**src/rtl/acc_bitlogic_pkg.sv**
```systemverilog
// Package: shared operation codes and status-byte bit positions for the
// accumulator logic unit. Assumes an 8-bit status byte.
package acc_bitlogic_pkg;

    typedef enum logic [1:0] {
        OP_AND  = 2'b00,
        OP_XOR  = 2'b01,
        OP_IOR  = 2'b10,
        OP_TEST = 2'b11
    } logic_op_e;

    localparam int STAT_W = 8;
    localparam int FLG_C  = 0;
    localparam int FLG_Z  = 1;
    localparam int FLG_V  = 6;
    localparam int FLG_N  = 7;

endpackage

```
**src/rtl/acc_bitlogic_core.sv**
```systemverilog
// Module: per-bit logic slice array. Produces the value to be written to the
// accumulator and the raw AND of accumulator and operand for the test.
// Assumes the operation code is already decoded into logic_op_e.
module acc_bitlogic_core
    import acc_bitlogic_pkg::*;
#(
    parameter int DATA_W = 8
) (
    input  logic_op_e         op,
    input  logic [DATA_W-1:0] operand,
    input  logic [DATA_W-1:0] acc,
    output logic [DATA_W-1:0] result,
    output logic [DATA_W-1:0] and_bits,
    output logic              is_test
);

    // One slice per bit; the test writes the accumulator back untouched.
    for (genvar b = 0; b < DATA_W; b++) begin : g_slice
        // Selects the per-bit value for the operation in flight.
        always_comb begin
            and_bits[b] = acc[b] & operand[b];
            unique case (op)
                OP_AND:  result[b] = acc[b] & operand[b];
                OP_XOR:  result[b] = acc[b] ^ operand[b];
                OP_IOR:  result[b] = acc[b] | operand[b];
                default: result[b] = acc[b];
            endcase
        end
    end

    // Flags the non-destructive test for the status merge.
    always_comb is_test = (op == OP_TEST);

endmodule

```
**src/rtl/acc_bitlogic_flags.sv**
```systemverilog
// Module: status merge. Rewrites zero, negative and overflow as the operation
// requires and passes every other status bit through. Assumes DATA_W >= 2.
module acc_bitlogic_flags
    import acc_bitlogic_pkg::*;
#(
    parameter int DATA_W = 8
) (
    input  logic              is_test,
    input  logic [DATA_W-1:0] result,
    input  logic [DATA_W-1:0] and_bits,
    input  logic [DATA_W-1:0] operand,
    input  logic [STAT_W-1:0] status_in,
    output logic [STAT_W-1:0] status_next
);

    localparam int MSB = DATA_W - 1;

    // Builds the next status byte from the unmodified bits plus new flags.
    always_comb begin
        status_next = status_in;
        if (is_test) begin
            status_next[FLG_Z] = (and_bits == '0);
            status_next[FLG_N] = operand[MSB];
            status_next[FLG_V] = operand[MSB-1];
        end else begin
            status_next[FLG_Z] = (result == '0);
            status_next[FLG_N] = result[MSB];
        end
    end

endmodule

```
**src/rtl/acc_bitlogic_reg.sv**
```systemverilog
// Module: enabled register with synchronous active-low reset to zero.
// Assumes one load per enabled edge.
module acc_bitlogic_reg #(
    parameter int W = 8
) (
    input  logic         clk,
    input  logic         rst_n,
    input  logic         en,
    input  logic [W-1:0] d,
    output logic [W-1:0] q
);

    // Clears on reset, loads on enable, otherwise holds.
    always_ff @(posedge clk) begin
        if (!rst_n)  q <= '0;
        else if (en) q <= d;
    end

    // a disabled edge leaves the stored value alone.
    p_hold_r9: assert property (@(posedge clk) disable iff (!rst_n)
        !en |=> q == $past(q));

endmodule

```
**src/rtl/acc_bitlogic_unit.sv**
```systemverilog
// Module: accumulator logic and bit-test unit top. Computes AND/XOR/OR or the
// bit test on an already fetched operand and registers accumulator and status.
// Assumes the caller feeds back the architectural accumulator and status.
module acc_bitlogic_unit
    import acc_bitlogic_pkg::*;
#(
    parameter int DATA_W = 8
) (
    input  logic              clk,
    input  logic              rst_n,
    input  logic              en,
    input  logic [1:0]        op_sel,
    input  logic [DATA_W-1:0] operand,
    input  logic [DATA_W-1:0] acc_in,
    input  logic [7:0]        status_in,
    output logic [DATA_W-1:0] acc_out,
    output logic [7:0]        status_out
);

    localparam int MSB = DATA_W - 1;

    logic_op_e         op;
    logic [DATA_W-1:0] result;
    logic [DATA_W-1:0] and_bits;
    logic              is_test;
    logic [STAT_W-1:0] status_next;

    // Maps the raw select onto the operation type.
    always_comb op = logic_op_e'(op_sel);

    acc_bitlogic_core #(.DATA_W(DATA_W)) i_core (
        .op       (op),
        .operand  (operand),
        .acc      (acc_in),
        .result   (result),
        .and_bits (and_bits),
        .is_test  (is_test)
    );

    acc_bitlogic_flags #(.DATA_W(DATA_W)) i_flags (
        .is_test     (is_test),
        .result      (result),
        .and_bits    (and_bits),
        .operand     (operand),
        .status_in   (status_in),
        .status_next (status_next)
    );

    acc_bitlogic_reg #(.W(DATA_W)) i_acc_reg (
        .clk   (clk),
        .rst_n (rst_n),
        .en    (en),
        .d     (result),
        .q     (acc_out)
    );

    acc_bitlogic_reg #(.W(STAT_W)) i_stat_reg (
        .clk   (clk),
        .rst_n (rst_n),
        .en    (en),
        .d     (status_next),
        .q     (status_out)
    );

    // AND lands in the accumulator.
    p_and_r1: assert property (@(posedge clk) disable iff (!rst_n)
        en && op_sel == 2'b00 |=> acc_out == ($past(acc_in) & $past(operand)));

    // XOR lands in the accumulator.
    p_xor_r2: assert property (@(posedge clk) disable iff (!rst_n)
        en && op_sel == 2'b01 |=> acc_out == ($past(acc_in) ^ $past(operand)));

    // OR lands in the accumulator.
    p_ior_r3: assert property (@(posedge clk) disable iff (!rst_n)
        en && op_sel == 2'b10 |=> acc_out == ($past(acc_in) | $past(operand)));

    // zero and negative follow the registered result; overflow kept.
    p_zn_result_r4: assert property (@(posedge clk) disable iff (!rst_n)
        en && op_sel != 2'b11 |=>
            status_out[FLG_Z] == (acc_out == '0) && status_out[FLG_N] == acc_out[MSB]
            && status_out[FLG_V] == $past(status_in[FLG_V]));

    // test zero flag comes from the shared bits.
    p_test_zero_r5: assert property (@(posedge clk) disable iff (!rst_n)
        en && op_sel == 2'b11 |=>
            status_out[FLG_Z] == (($past(acc_in) & $past(operand)) == '0));

    // test copies the top operand bits into negative and overflow.
    p_test_nv_r6: assert property (@(posedge clk) disable iff (!rst_n)
        en && op_sel == 2'b11 |=>
            status_out[FLG_N] == $past(operand[MSB]) && status_out[FLG_V] == $past(operand[MSB-1]));

    // test leaves the accumulator as it was given.
    p_test_keep_r7: assert property (@(posedge clk) disable iff (!rst_n)
        en && op_sel == 2'b11 |=> acc_out == $past(acc_in));

    // unowned status bits pass through.
    p_pass_r8: assert property (@(posedge clk) disable iff (!rst_n)
        en |=> status_out[FLG_C] == $past(status_in[FLG_C])
            && status_out[5:2] == $past(status_in[5:2]));

endmodule

```
**config.mk**
```make
export PLATFORM = sky130hd
export DESIGN_NAME = acc_bitlogic_unit
export DESIGN_NICKNAME = d
export VERILOG_FILES = /design/src/rtl/acc_bitlogic_pkg.sv /design/src/rtl/acc_bitlogic_core.sv /design/src/rtl/acc_bitlogic_flags.sv /design/src/rtl/acc_bitlogic_reg.sv /design/src/rtl/acc_bitlogic_unit.sv
export SDC_FILE = /design/constraint.sdc
export NUM_CORES = 1
export LEC_CHECK = 0
export ABC_AREA = 0
export BUFFER_PORTS_ARGS = -buffer_cell sky130_fd_sc_hd__buf_2
export CAP_MARGIN = 20
export CORE_MARGIN = 4
export CORE_UTILIZATION = 40
export DETAILED_ROUTE_END_ITERATION = 10
export PLACE_DENSITY = 0.78
export RECOVER_POWER = 50
export SETUP_SLACK_MARGIN = 0.4
export SLEW_MARGIN = 20
export SYNTH_ARGS = -nofsm -noshare
export SYNTH_HDL_FRONTEND = slang
export SYNTH_SLANG_ARGS = --single-unit
export TNS_END_PERCENT = 1
```
**constraint.sdc**
```tcl
create_clock -name clk -period 3.7 [get_ports clk]
set_input_delay 0.185 -clock clk [delete_from_list [all_inputs] [get_ports clk]]
set_output_delay 0.185 -clock clk [all_outputs]
set_load 0.005 [all_outputs]
```
# == Word-level counts from Yosys, hierarchy flattened ==
# Index checks and enable logic that the tools add are counted.
# totals
word_cells,43
output_inout_bits,16
regBits,16
inputBits,29
# classes
n_reduce_logical,3
eq_ne,3
n_mux,11
bitwise_logic,24
# ops
op,count
1-bit case mux with 3 select lines,8
8-bit logical NOT,2
1-bit AND,8
1-bit bitwise OR,8
1-bit XOR,8
2-bit equality test (second input constant),2
1-bit two-way mux,3
2-bit by 1-bit equality test with 1-bit output (second input constant),1
2-bit logical NOT,1

# == Longest topological paths before layout ==
# Gate-level depths: netlist (run 1).
# logic_depth
depth_word,4
ltp_mapped,7
mapped_depth_nobuf,7

# == Cells and area by module ==
# Synthesis (run 1) repeated with hierarchy kept, for this count alone.
# hier_totals
cells_unflattened,115
area_unflattened_um2,1212.4
# modules_own_cells
module,n_inst,seq_area_each_um2,area_per_inst_um2,cells_each
acc_bitlogic_reg,2,160.2,301.5,25
acc_bitlogic_core,1,0.0,500.5,51
acc_bitlogic_flags,1,0.0,108.9,14

# == Worst setup path before layout (run 1) ==
# OpenSTA, ideal clock, no wires.
# synth_path
path_kind,input-to-reg
startpoint,input operand[3]
endpoint,register i_stat_reg.q[1]
setup_time_ns,0.074
required_ns,3.626
cell_stages,6
n_path_buf,0
arrival_time_ns,1.443
setup_slack_ns,2.183
path_cell_list,inv_1 ha_1 mux4_2 nor4_1 nand4b_1 a31oi_1
# synth_via
elab_chain_len,4
word_cells_on_any_way,7
classes_between,2 x mux; 3 x bitwise; 2 x reduce/logical
# synth_rtl
item,line_no,source
"start, declared",acc_bitlogic_unit.sv:13,"input logic [DATA_W-1:0] operand,"
"1-bit bitwise OR, or another cell as far along",acc_bitlogic_core.sv:25,OP_IOR: result[b] = acc[b] | operand[b];
1-bit case mux with 3 select lines,acc_bitlogic_core.sv:22,unique case (op)
8-bit logical NOT,acc_bitlogic_flags.sv:26,status_next[FLG_Z] = (result == '0);
1-bit two-way mux *,acc_bitlogic_flags.sv:21,if (is_test) begin
"end signal, assigned",acc_bitlogic_reg.sv:15,if (!rst_n) q <= '0;
"end signal, assigned",acc_bitlogic_reg.sv:16,else if (en) q <= d;
"end, declared",acc_bitlogic_reg.sv:10,output logic [W-1:0] q
# Mark *: on every way between the ends. The rest lies on a longest branch, timed or not.
# A chain may end at the register's enable or synchronous reset.

# == Worst setup path in the final report (run 1) ==
# Same ends and word-level chain as after synthesis.

==> results.rst, run 1 <==
.. list-table::
   :header-rows: 1

   * - Metric
     - Value
   * - Run status
     - completed
   * - RePlAce Congestion
     - 0.747
   * - Most frequent cells after synthesis
     - inv_1, dfxtp_1, ha_1
   * - Area of the multi-input gates
     - 708 um2
   * - Setup Total Neg Slack
     - 0 ps
   * - Reg-to-reg endpoint
     - i_stat_reg.q[1]$_SDFFE_PN0P_
   * - Number of inserted filler cells in the final layout
     - 279
   * - Signed area change from the synthesized netlist to the final layout
     - 20.1%
   * - Global-route total usage across every layer
     - 13.7%
   * - Power density over the cells
     - 279 nW/um2
   * - Startpoint of the most critical register-to-register path
     - i_stat_reg.q[1]$_SDFFE_PN0P_
   * - Required time at the worst-slack endpoint
     - 3910 ps
   * - Worst stage delay on the critical path
     - 490 ps
   * - Final routed wire length divided by cell count
     - 13.1 um
   * - Number of buffer cells added on primary ports
     - 42
   * - First-pass iteration count of the detailed router
     - 4
   * - Sequential fraction of the synthesis area
     - 27.9%
   * - Number of clock sinks
     - 16
   * - List of cells traversed by the critical path
     - buf_2 > inv_1 > ha_1 > mux4_2 > nor4_1 > nand4b_1 > a31oi_1
   * - Post-synthesis sequential element count
     - 16
   * - Nets
     - 204
   * - Overflow after GRT
     - 0
   * - Number of enable-type register cells in the synthesized netlist
     - 0
   * - Unique cell type count in the Yosys netlist
     - 24
   * - Achievable Freq
     - 671 MHz
   * - Number of I/O pins
     - 45
   * - Antenna Cells
     - 0
   * - Clock latency of the later-clocked register in the worst-skew pair
     - 280 ps
   * - Via count of the routed design
     - 977
   * - Total half-perimeter wirelength after legalization and detailed placement
     - 2110 um
   * - Path type of the worst setup path
     - primary input to flip-flop
   * - Final-report hold violation count
     - 0
   * - Fraction of final layout cells sized beyond drive strength 1
     - 29.9%
   * - Max-cap viol count
     - 0
   * - Number of resized instances in the post-cts repair step
     - 0
   * - Clock tree from TritonCTS
     - done
   * - Clock transition time at the flip-flop clock pins of the worst setup and hold paths
     - 80 ps
   * - Syn_nets
     - 163
   * - Worst min-delay path startpoint
     - status_in[0]
   * - Slowest stage cell, crit path
     - mux4_2
   * - Maximum vdd drop
     - 0.219 mV
   * - Worst Hold Path EP
     - i_stat_reg.q[0]$_SDFFE_PN0P_
   * - CTS HTree Levels
     - 1
   * - Synth top area cells
     - dfxtp_1, ha_1, mux2i_1
   * - Number of buffers created by CTS
     - 3
   * - RSZ-0062 raised after global routing
     - no
   * - DIE AREA
     - 3790 um2
   * - Type of the most critical hold path
     - primary input to flip-flop
   * - Fraction of synthesis flops using an asynchronous set or reset pin
     - 0%
   * - DR vias/cell
     - 5.20
   * - Core Footprint
     - 2760 um2
   * - Wire length of the first global-routing pass
     - 3950 um
   * - Placed standard-cell area
     - 1360 um2
   * - ANT nets after route
     - 0
   * - Worst hold margin
     - 173 ps
   * - Clock period minus worst slack
     - 1490 ps
   * - Top delay family on crit path
     - multiplexers
   * - Maximum number of pins on one net before global-route repair
     - 22
   * - Final design instance area without fill
     - 1380 um2
   * - Final-report setup violation count
     - 0
   * - Number of cells on the worst reg-to-reg path
     - 2
   * - Hold Path Cell Cnt
     - 3
   * - CP Launch Point
     - operand[3]
   * - Warning count from the yosys run
     - 0
   * - Clock Skews
     - 0 ps
   * - Most common cell in the synthesized netlist
     - inv_1
   * - FP Rows
     - 19
   * - Antenna violations before repair
     - 0
   * - Top cell type by total area after synthesis
     - dfxtp_1
   * - Starting utilization of the core area
     - 41.6%
   * - Crit share post-route
     - 40.3%
   * - Average cell area after synthesis
     - 9.72 um2
   * - Crit path arrival time
     - 1700 ps
   * - DR iter-0 viols
     - 10
   * - Top fanout value on the critical path
     - 2
   * - Internal reg-to-reg setup slack
     - 2940 ps
   * - Number of global-route vias before repair
     - 1023
   * - Critical path launch point type
     - primary input
   * - Die X-Extent
     - 61.6 um
   * - Worst max-slew margin expressed relative to the limit
     - 26.2%
   * - Count of hold buffers inserted by post-cts repair
     - 0
   * - Number of DRC violations after detailed routing
     - 0
   * - Reg area
     - 320 um2
   * - Netlist Area Pre-Place
     - 1150 um2
   * - Leakage power of the design
     - 0.747 nW
   * - Top cell type's share of synthesized area
     - 27.9%
   * - Prevailing post-synth register cell
     - dfxtp_1
   * - WP buf/inv
     - 2
   * - Slew at the pin with the worst max-slew slack
     - 1110 ps
   * - Worst setup EP type
     - flip-flop
   * - Number of max-slew violations in the final report
     - 0
   * - Number of standard cells after synthesis
     - 118
   * - Postcts setup bufs
     - 0
   * - Longest Clk Path Bufs
     - 2
   * - Die Y
     - 61.6 um
   * - Routed wire length
     - 2470 um
   * - Cell at the root of the clock tree
     - clkbuf_4
[where the power goes]
part / leakage [nW] / total (mW) / switching [mW] / internal (mW)
registers: 0.132 / 0.191 / 0.00614 / 0.185
clock network: 0.0138 / 0.0869 / 0.0491 / 0.0378
logic: 0.601 / 0.107 / 0.0519 / 0.0551
[placed cells by master (no fill, tap or decap), drive strengths merged]
master / instances
o211ai: 2
inv: 22
nand2: 5
and2b: 1
nand2b: 1
a21oi: 3
nor2: 2
a31oi: 1
o211a: 2
nand4: 1
ha: 16
mux2i: 14
clkbuf: 7
mux4: 6
o21ai: 4
a21boi: 1
nand4b: 1
nor4: 3
buf: 38
nor2b: 11
dfxtp: 16
[metal layers]
metal	share of wire [%]	vias up	track usage, %
met4	0.57	0	4.55
met1	40	466	14.3
met5	0	-	0
met2	52	32	27.2
met3	7.5	2	2.10
li1	-	477	-
[kinds of logic after synthesis]
logic type	Yosys count	synth area share [%]
fa+ha+maj	16	17.4
buf+inv	28	10.4
mux	20	24.3
flops	16	27.9
simple gates	25	12.7
compound gates	13	7.31
[stage by stage]
step	total power, mW	instances	utilization (%)	setup WS [ps]
after floorplan	0.261	118	-	2180
after global placement	0.295	185	49.3	1990
after detailed placement	0.304	185	49.3	1930
after CTS	0.392	188	50.1	2220
after global routing	0.410	188	50.0	2120
final	0.385	188	50.0	2210
[worst reg2reg max path: stages, from the launching register on]
cell     delay, ps
dfxtp_1        320
o21ai_0        200
a31oi_1         70
[area by class of cell]
class / count / area share, %
clock buffer: 3 / 1.63
tap: 31 / 2.82
inverter: 22 / 5.99
multi-input combinational: 74 / 51.4
sequential: 16 / 23.3
timing repair buffer: 42 / 14.9
[worst max-delay path by stage]
stage               cells past startpoint                           end  slack, ps
floorplan                               6  i_stat_reg.q[1]$_SDFFE_PN0P_       2180
global placement                        7  i_stat_reg.q[1]$_SDFFE_PN0P_       1990
detailed placement                      7  i_stat_reg.q[1]$_SDFFE_PN0P_       1930
CTS                                     7  i_stat_reg.q[1]$_SDFFE_PN0P_       2220
global route                            7  i_stat_reg.q[1]$_SDFFE_PN0P_       2120
finish                                  7  i_stat_reg.q[1]$_SDFFE_PN0P_       2210
[registers in the layout (all words and copies together), names as in the netlist]
signal        flops
i_stat_reg.q      8
i_acc_reg.q       8
(Power assumes the default switching activity.)
==> run 2: changes to the inputs <==
--- a/config.mk
+++ b/config.mk
@@ -11,7 +11,7 @@
 export CORE_MARGIN = 4
 export CORE_UTILIZATION = 40
 export DETAILED_ROUTE_END_ITERATION = 10
-export PLACE_DENSITY = 0.78
+export PLACE_DENSITY = 0.8
 export RECOVER_POWER = 50
 export SETUP_SLACK_MARGIN = 0.4
 export SLEW_MARGIN = 20
==> constraint.sdc (replaced) <==
create_clock -name clk -period 1.3 [get_ports clk]
set_input_delay 0.065 -clock clk [delete_from_list [all_inputs] [get_ports clk]]
set_output_delay 0.065 -clock clk [all_outputs]
set_load 0.005 [all_outputs]
==> results.rst, run 2 (synthesis results as in run 1) <==
.. list-table::
   :header-rows: 1

   * - Metric
     - Value
   * - Number of max-slew violations in the final report
     - 0 (unchanged)
   * - Crit path arrival time
     - 1450 ps (was 1700 ps)
   * - Setup Total Neg Slack
     - 0 ps (unchanged)
   * - Via count of the routed design
     - 1049 (was 977)
   * - Starting utilization of the core area
     - 41.6% (unchanged)
   * - RSZ-0062 raised after global routing
     - yes (was no)
   * - Registers with the most flip-flops
     - i_acc_reg.q (8), i_stat_reg.q (8) (unchanged)
   * - Worst setup EP type
     - flip-flop (unchanged)
   * - Final design instance area without fill
     - 1620 um2 (was 1380 um2)
   * - Die Y
     - 61.6 um (unchanged)
   * - Achievable Freq
     - 814 MHz
   * - Cell at the root of the clock tree
     - clkbuf_4 (unchanged)
   * - Antenna Cells
     - 0 (unchanged)
   * - Clock period minus worst slack
     - 1230 ps
   * - First-pass iteration count of the detailed router
     - 4 (unchanged)
   * - Critical path launch point type
     - primary input (unchanged)
   * - Fraction of final layout cells sized beyond drive strength 1
     - 42.0% (was 29.9%)
   * - Power density over the cells
     - 782 nW/um2 (was 279 nW/um2)
   * - Antenna violations before repair
     - 0 (unchanged)
   * - Path type of the worst setup path
     - primary input to flip-flop (unchanged)
   * - Clock transition time at the flip-flop clock pins of the worst setup and hold paths
     - 90 ps (was 80 ps)
   * - Clock Skews
     - 0 ps (unchanged)
   * - Leakage power of the design
     - 0.834 nW (was 0.747 nW)
   * - Die X-Extent
     - 61.6 um (unchanged)
   * - Placed standard-cell area
     - 1510 um2 (was 1360 um2)
   * - Run status
     - completed (unchanged)
   * - Maximum vdd drop
     - 0.583 mV (was 0.219 mV)
   * - Number of global-route vias before repair
     - 1071 (was 1023)
   * - Number of DRC violations after detailed routing
     - 0 (unchanged)
   * - Worst max-slew margin expressed relative to the limit
     - 68.7% (was 26.2%)
   * - Slew at the pin with the worst max-slew slack
     - 469 ps (was 1110 ps)
   * - Number of buffers created by CTS
     - 3 (unchanged)
   * - Type of the most critical hold path
     - primary input to flip-flop (unchanged)
   * - Count of hold buffers inserted by post-cts repair
     - 0 (unchanged)
   * - Final-report setup violation count
     - 0 (unchanged)
   * - Total half-perimeter wirelength after legalization and detailed placement
     - 2180 um (was 2110 um)
   * - Number of clock sinks
     - 16 (unchanged)
   * - Routed wire length
     - 2710 um (was 2470 um)
   * - DR iter-0 viols
     - 26 (was 10)
   * - ANT nets after route
     - 0 (unchanged)
   * - DR vias/cell
     - 5.12 (was 5.20)
   * - Core Footprint
     - 2760 um2 (unchanged)
   * - Overflow after GRT
     - 0 (unchanged)
   * - Crit share post-route
     - 94.5%
   * - Nets
     - 220 (was 204)
   * - Number of I/O pins
     - 45 (unchanged)
   * - Worst hold margin
     - 45.4 ps (was 173 ps)
   * - Max-cap viol count
     - 0 (unchanged)
   * - Number of buffer cells added on primary ports
     - 42 (unchanged)
   * - Final-report hold violation count
     - 0 (unchanged)
   * - Final routed wire length divided by cell count
     - 13.2 um (was 13.1 um)
   * - RePlAce Congestion
     - 0.767 (was 0.747)
   * - Most common library cell in the layout ignoring fill and taps
     - buf_2 (unchanged)
   * - Leading cell types in the layout, fill and taps excluded
     - buf_2, inv_1, dfxtp_1, buf_4, mux2i_1 (was buf_2, inv_1, ha_1, dfxtp_1, mux2i_1)
   * - Top fanout value on the critical path
     - 2 (unchanged)
   * - Required time at the worst-slack endpoint
     - 1520 ps (was 3910 ps)
   * - DIE AREA
     - 3790 um2 (unchanged)
   * - Longest Clk Path Bufs
     - 2 (unchanged)
   * - Clock tree from TritonCTS
     - done (unchanged)
   * - CTS HTree Levels
     - 1 (unchanged)
   * - Global-route total usage across every layer
     - 14.5% (was 13.7%)
   * - Maximum number of pins on one net before global-route repair
     - 22 (unchanged)
   * - FP Rows
     - 19 (unchanged)
   * - Wire length of the first global-routing pass
     - 4130 um (was 3950 um)
   * - Clock latency of the later-clocked register in the worst-skew pair
     - 280 ps (about the same)
   * - Signed area change from the synthesized netlist to the final layout
     - 41.3% (was 20.1%)
## run 2: cell count changes in the layout (fill, tap and decap cells not counted), sizes merged
cell | previous run | this run
buf | 38 | 52
clkbuf | 7 | 10
## run 2: cell type report
cell class / count / area, um2
Fill cell: 249 / 1140
Multi-Input combinational cell: 74 / 748
Timing Repair Buffer: 58 / 373
Sequential cell: 16 / 320
Inverter: 22 / 105
Tap cell: 31 / 38.8
Clock buffer: 4 / 36.3
## run 2: layer usage
layer  vias to the layer above  GRT usage, %  part of all wire [%]
met5                         -             0                     0
met4                         0          9.70                   4.8
met3                        11          2.10                   6.6
met1                       488          13.9                    36
li1                        510             -                     -
met2                        40          28.0                    52
## run 2: path summary, 6_finish.rpt
path	startpoint	end	slack [ps]	depth (start not counted)
hold reg to reg	i_acc_reg.q[4]$_SDFFE_PN0P_	i_acc_reg.q[4]$_SDFFE_PN0P_	480	2
hold / removal	status_in[2]	i_stat_reg.q[2]$_SDFFE_PN0P_	50	3
setup reg to reg	i_stat_reg.q[7]$_SDFFE_PN0P_	i_stat_reg.q[7]$_SDFFE_PN0P_	640	2
setup / recovery	operand[2]	i_stat_reg.q[1]$_SDFFE_PN0P_	70	7
## run 2: report_power, final
| group | internal, mW | switching [mW] | leakage (nW) | total [mW] |
|---|---|---|---|---|
| registers | 0.526 | 0.0173 | 0.132 | 0.543 |
| clock network | 0.171 | 0.153 | 0.0210 | 0.323 |
| logic | 0.223 | 0.179 | 0.681 | 0.402 |
## run 2: worst max-delay path, stage by stage
cell      delay, ps
buf_8           100
inv_4            50
ha_4            190
mux4_2          480
nor4_2          250
nand4b_1        140
a31oi_1         180
## run 2: through the flow
| stage | total power, mW | utilization (%) | instances | setup WS (ps) |
|---|---|---|---|---|
| 2_1_floorplan | 0.749 | - | 118 | -22.0 |
| 3_3_place_gp | 0.893 | 54.6 | 199 | -281 |
| 3_5_place_dp | 0.919 | 54.6 | 199 | -324 |
| 4_1_cts | 1.27 | 58.4 | 205 | 115 |
| 5_1_grt | 1.34 | 58.8 | 205 | 25.4 |
| 6_report | 1.27 | 58.8 | 205 | 71.4 |
## run 2: timing repair
| item | in CTS | in global routing |
|---|---|---|
| endpoints found under the setup margin | 9 | 10 |
| pin swaps | 5 | 4 |
| buffers inserted | 2 | 0 |
| resized for setup | 12 | 8 |
